--- config.mk ---
export PLATFORM = sky130hd
export DESIGN_NAME = rail_trig_ctrl
export DESIGN_NICKNAME = d
export VERILOG_FILES = /design/src/rtl/rtc_pkg.sv /design/src/rtl/rtc_shut_cnt.sv /design/src/rtl/rtc_gate_chan.sv /design/src/rtl/rtc_release_timer.sv /design/src/rtl/rail_trig_ctrl.sv
export SDC_FILE = /design/constraint.sdc
export NUM_CORES = 1
export LEC_CHECK = 0
export ABC_AREA = 0
export BUFFER_PORTS_ARGS = -buffer_cell sky130_fd_sc_hd__buf_2
export CORE_MARGIN = 2
export CORE_UTILIZATION = 35
export DETAILED_ROUTE_END_ITERATION = 8
export RECOVER_POWER = 50
export SLEW_MARGIN = 20
export SYNTH_ARGS = -nofsm -noshare
export SYNTH_HDL_FRONTEND = slang
export SYNTH_HIERARCHICAL = 1
export SYNTH_SLANG_ARGS = --single-unit
--- constraint.sdc ---
create_clock -name clk -period 1.7 [get_ports clk]
set_input_delay 0.17 -clock clk [delete_from_list [all_inputs] [get_ports clk]]
set_output_delay 0.17 -clock clk [all_outputs]
set_load 0.1 [all_outputs]
--- src/rtl/rtc_pkg.sv ---
package rtc_pkg;

   // Shutdown delay in cycles for channel idx: the highest channel first.
   function automatic int unsigned off_delay(input int unsigned idx,
                                             input int unsigned nch,
                                             input int unsigned base,
                                             input int unsigned step);
      return base + (nch - 1 - idx) * step;
   endfunction

   function automatic int unsigned cnt_width(input int unsigned maxval);
      return (maxval < 2) ? 1 : $clog2(maxval + 1);
   endfunction

endpackage

--- src/rtl/rtc_shut_cnt.sv ---
module rtc_shut_cnt #(
   parameter int unsigned CW   = 4,
   parameter int unsigned MAXV = 11
) (
   input  logic          clk,
   input  logic          arst_n,
   input  logic          enable_n,
   output logic [CW-1:0] count
);
   localparam logic [CW-1:0] LIM = CW'(MAXV);

   always_ff @(posedge clk or negedge arst_n) begin
      if (!arst_n)
         count <= '0;
      else if (!enable_n)
         count <= '0;
      else if (count != LIM)
         count <= count + 1'b1;
   end

   a_r8_count_clears: assert property (@(posedge clk) disable iff (!arst_n)
      !enable_n |=> (count == '0));
   a_r8_count_bounded: assert property (@(posedge clk) disable iff (!arst_n)
      count <= LIM);
endmodule

--- src/rtl/rtc_gate_chan.sv ---
module rtc_gate_chan #(
   parameter int unsigned CW  = 4,
   parameter int unsigned DLY = 2
) (
   input  logic          clk,
   input  logic          arst_n,
   input  logic          enable_n,
   input  logic          uv_ok,
   input  logic [CW-1:0] sd_count,
   output logic          gate_en
);
   localparam logic [CW-1:0] LAST = CW'(DLY - 1);

   logic keep;
   assign keep = (sd_count < LAST);

   always_ff @(posedge clk or negedge arst_n) begin
      if (!arst_n)
         gate_en <= 1'b0;
      else if (!enable_n)
         gate_en <= uv_ok;
      else
         gate_en <= gate_en & uv_ok & keep;
   end

   a_r2_follow_uv: assert property (@(posedge clk) disable iff (!arst_n)
      !enable_n |=> (gate_en == $past(uv_ok)));
   a_r9_stay_off: assert property (@(posedge clk) disable iff (!arst_n)
      (enable_n && !gate_en) |=> !gate_en);
   a_r10_uv_drop_off: assert property (@(posedge clk) disable iff (!arst_n)
      (enable_n && !uv_ok) |=> !gate_en);
endmodule

--- src/rtl/rtc_release_timer.sv ---
module rtc_release_timer #(
   parameter int unsigned DLY = 150000,
   parameter int unsigned TW  = 18
) (
   input  logic clk,
   input  logic arst_n,
   input  logic ready,
   output logic release_q
);
   localparam logic [TW-1:0] LIM  = TW'(DLY);
   localparam logic [TW-1:0] NEAR = TW'(DLY - 1);

   logic [TW-1:0] run;

   always_ff @(posedge clk or negedge arst_n) begin
      if (!arst_n) begin
         run       <= '0;
         release_q <= 1'b0;
      end else begin
         if (!ready)
            run <= '0;
         else if (run != LIM)
            run <= run + 1'b1;
         release_q <= ready && (run >= NEAR);
      end
   end

   a_r4_drop_on_loss: assert property (@(posedge clk) disable iff (!arst_n)
      !ready |=> !release_q);
   a_r3_rise_needs_ready: assert property (@(posedge clk) disable iff (!arst_n)
      $rose(release_q) |-> $past(ready));
endmodule

--- src/rtl/rail_trig_ctrl.sv ---
module rail_trig_ctrl #(
   parameter int unsigned NUM_CH   = 4,
   parameter int unsigned RST_DLY  = 150000,
   parameter int unsigned OFF_BASE = 1000,
   parameter int unsigned OFF_STEP = 1000
) (
   input  logic              clk,
   input  logic              arst_n,
   input  logic              enable_n,
   input  logic [NUM_CH-1:0] uv_ok,
   input  logic [NUM_CH-1:0] gate_full,
   output logic [NUM_CH-1:0] gate_en,
   output logic              rst_out_n
);
   import rtc_pkg::*;

   localparam int unsigned MAX_OFF = off_delay(0, NUM_CH, OFF_BASE, OFF_STEP);
   localparam int unsigned SCW     = cnt_width(MAX_OFF);
   localparam int unsigned TW      = cnt_width(RST_DLY);

   if (NUM_CH < 1) begin : g_bad_nch
      $error("rail_trig_ctrl: NUM_CH must be at least 1");
   end
   if (RST_DLY < 1) begin : g_bad_rst
      $error("rail_trig_ctrl: RST_DLY must be at least 1");
   end
   if (OFF_BASE < 1) begin : g_bad_off
      $error("rail_trig_ctrl: OFF_BASE must be at least 1");
   end

   logic [SCW-1:0] sd_count;
   logic           ready;

   rtc_shut_cnt #(.CW(SCW), .MAXV(MAX_OFF)) u_shut (
      .clk      (clk),
      .arst_n   (arst_n),
      .enable_n (enable_n),
      .count    (sd_count)
   );

   for (genvar i = 0; i < NUM_CH; i++) begin : g_ch
      rtc_gate_chan #(
         .CW  (SCW),
         .DLY (off_delay(i, NUM_CH, OFF_BASE, OFF_STEP))
      ) u_chan (
         .clk      (clk),
         .arst_n   (arst_n),
         .enable_n (enable_n),
         .uv_ok    (uv_ok[i]),
         .sd_count (sd_count),
         .gate_en  (gate_en[i])
      );
   end

   assign ready = !enable_n && (&uv_ok) && (&gate_en) && (&gate_full);

   rtc_release_timer #(.DLY(RST_DLY), .TW(TW)) u_timer (
      .clk       (clk),
      .arst_n    (arst_n),
      .ready     (ready),
      .release_q (rst_out_n)
   );

   a_r7_reset_while_disabled: assert property (@(posedge clk) disable iff (!arst_n)
      enable_n |=> !rst_out_n);
   a_r5_uv_loss_resets: assert property (@(posedge clk) disable iff (!arst_n)
      !(&uv_ok) |=> !rst_out_n);
   a_r6_others_hold: assert property (@(posedge clk) disable iff (!arst_n)
      (!enable_n && (uv_ok == $past(uv_ok))) |=> (gate_en == $past(uv_ok)));
endmodule

==> results.yml <==
global_routing:
  grt_max_degree: 36
  antenna_found_initial: 0
  grt_pass1_vias: 1621
  grt_pass1_wl_mm: 7.42
  grt_use_total: 0.148
  gr-total-overflow: 0
clock_network:
  numCtsBuffers: 5
  cts.path.max_buffers: 2
  post_cts_buffers: 0
  insertion_delay_ps: 290
  clock-root-buffer: "clkbuf_8"
  cts.clk_slew.worst_paths_ps: 70
  cts.sinks: 35
  tritoncts: "done"
  htree_levels: 2
synth:
  synthFlopType: "dfrtp_1"
  ys_ff_latch: 35
  yosysWarnings: 6
  syn_area_um2: 2010
  synth_edf_count: 0
  synth-seq-area-share: 0.435
  synth.distinct_cells: 43
  synth.avg_cell_area_um2: 9.54
  async_reset_ff_frac: 1.00
  syn_nets: 226
  synthCells: 211
finish:
  drive_gt1_frac: 0.196
  multi_input_area_um2: 1080
  final_area_um2: 2370
  fill_cells: 536
  seqCellArea_um2: 891
  nets: 259
  num_antenna_cells: 0
  syn_to_final_growth_pct: 18.0
hold_path:
  min_path_type: "primary input to flop"
  min_path_cells: 2
  min_from: "uv_ok[1]"
  worstHoldEndpoint: "g_ch[1].u_chan/gate_en$_DFF_PN0_"
setup_path:
  critPathKind: "flop to flop"
  start_kind: "flop"
  crit-reg2reg-capture: "u_shut/count[11]$_DFFE_PN0P_"
  r2r_setup_slack_ps: 170
  ff2ff_path_depth: 4
  crit_start: "u_shut/count[5]$_DFFE_PN0P_"
  worstSetupEndpointType: "flop"
  arrival_ps: 1740
  required_ps: 1910
  r2r-start: "u_shut/count[5]$_DFFE_PN0P_"
  critical_path.max_fanout: 12
power:
  power_density_nw_per_um2: 677
  leakage_nw: 1.02
  ir_drop_uv: 337
floorplanning:
  start_util: 0.363
  die_h_um: 79.8
  die_x_um: 79.8
  ios: 16
  dieArea_um2: 6370
  coreArea_um2: 5540
  rows: 27
timing:
  report.final.slew_viol_count: 0
  hold_viol_final: 0
  finalClockSkew_ps: 5.68
  setup_viol: 0
  tns_ps: 0
  hold_ws_ps: 118
  finalCriticalPeriod_ps: 1530
  relSlewSlack: 0.410
  worstMarginPinSlew_ps: 884
  period_share: 0.900
  rsz0062_at_grt: "no"
  max_freq_mhz: 654
drt:
  drt_iter0_markers: 143
  drc: 0
  ant_nets: 0
  drt-pass1-iter-count: 4
  avgRoutedWirePerCell_um: 13.7
  vias: 1671
  totalWireLength_mm: 4.36
  vias_per_cell: 5.27
placed_design:
  gp_congestion: 0.775
  dpl.hpwl_mm: 3.02
  portBuffers: 15
  place_area_um2: 2290
run:
  cap_violations: 0
run_status:
  status: "complete, no violations"
[where the power goes]
group	internal, mW	leakage (nW)	switching (mW)
registers	0.849	0.476	0.0107
clock network	0.286	0.0412	0.308
logic	0.0417	0.508	0.112
[metal layers]
layer / up-vias / share of wire / track usage
li1: 833 / - / -
met1: 820 / 0.48 / 0.187
met2: 13 / 0.49 / 0.246
met3: 5 / 0.021 / 0.0339
met4: 0 / 0.013 / 0.0559
met5: - / 0 / 0
[worst max-delay path, stage by stage, from the launching register on]
cell,delay (ps)
dfrtp_1,470
nand4_1,130
buf_4,190
or4_1,520
a21oi_1,150
[flip-flops by register name, summed over array words and instances (netlist names)]
| register | cells |
|---|---|
| u_timer/release_q | 1 |
| u_timer/run | 18 |
| u_shut/count | 12 |
| g_ch.u_chan/gate_en | 4 |
[cells in the mapped netlist, drive strengths merged, types with 2 or more instances]
cell type  count  area, um2
nand4b         2       17.5
o31ai          4       30.0
a21oi         10       50.1
ha             4       50.1
nand3b         2       15.0
and4           2       17.5
nand3         17        103
inv           12       45.0
or3            6       38.8
nor4           7       71.3
nor2           6       22.5
nand4          8       65.1
and2          10       62.6
xnor2          4       35.0
nand2         22       82.6
mux2i          7       70.1
or4            3       22.5
xor2           8       70.1
dfrtp         35        876
and3           6       38.8
o21ai         11       55.1
clkbuf         2       7.51
nand2b         3       18.8
o311a          3       30.0
nor3           6       30.0
[repair_timing]
item                                    4_1_cts  5_1_grt
endpoints found under the hold margin        35        0
endpoints found under the setup margin        0        0
resized for setup                             0        0
hold buffers                                  1        0
[worst max path at each step]
stage | slack, ps | to | cells past startpoint
5_1_grt | 70 | u_timer/run[16]$_DFFE_PN0P_ | 5
3_3_place_gp | 240 | u_shut/count[11]$_DFFE_PN0P_ | 4
4_1_cts | 180 | u_shut/count[11]$_DFFE_PN0P_ | 4
3_5_place_dp | 230 | u_shut/count[10]$_DFFE_PN0P_ | 4
6_report | 170 | u_shut/count[11]$_DFFE_PN0P_ | 4
2_1_floorplan | 10 | u_timer/run[16]$_DFFE_PN0P_ | 5
[cell type report]
type / count / area share
clock inverters: 2 / 0.00527
repair buffers: 29 / 0.0743
inverters: 13 / 0.0205
well taps: 72 / 0.0379
clock buffers: 6 / 0.0306
flip-flops and latches: 35 / 0.375
multi-input cells: 160 / 0.456
[stage by stage]
step                      setup WS, ps  cells  power (mW)  utilization
after CTS                          182    317        1.63        0.430
after global routing              70.2    317        1.69        0.429
final                              170    317        1.61        0.429
after floorplan                   12.7    211       0.962            -
after detailed placement           231    308        1.03        0.413
after global placement             238    308        1.03        0.413
[cell families after synthesis]
family,count (synthesis),synth area share
AND/OR/NAND/NOR,102,0.311
AO/OA/AOI/OAI,35,0.111
flip-flops,35,0.435
buffers and inverters,16,0.0305
XOR/XNOR,12,0.0522
multiplexers,7,0.0348
adder cells (fa/ha/maj),4,0.0249
[layout by cell type, fill, tap and decap left out, types with 2 or more instances in the layout]
master,count
a21oi_1,10
and2_1,10
and3_1,5
and4_1,2
buf_2,15
buf_4,11
clkbuf_1,2
clkbuf_8,5
dfrtp_1,31
dfrtp_4,4
ha_1,4
inv_1,12
mux2i_1,7
nand2_1,22
nand2b_1,3
nand3_1,15
nand3b_1,2
nand4_1,7
nand4b_1,2
nor2_1,6
nor3_1,6
nor4_1,4
nor4_4,2
o21ai_0,11
o311a_1,3
o31ai_1,4
or3_1,5
or4_1,3
xnor2_1,4
xor2_1,8
Note: power is estimated with default switching activity, not from simulation.
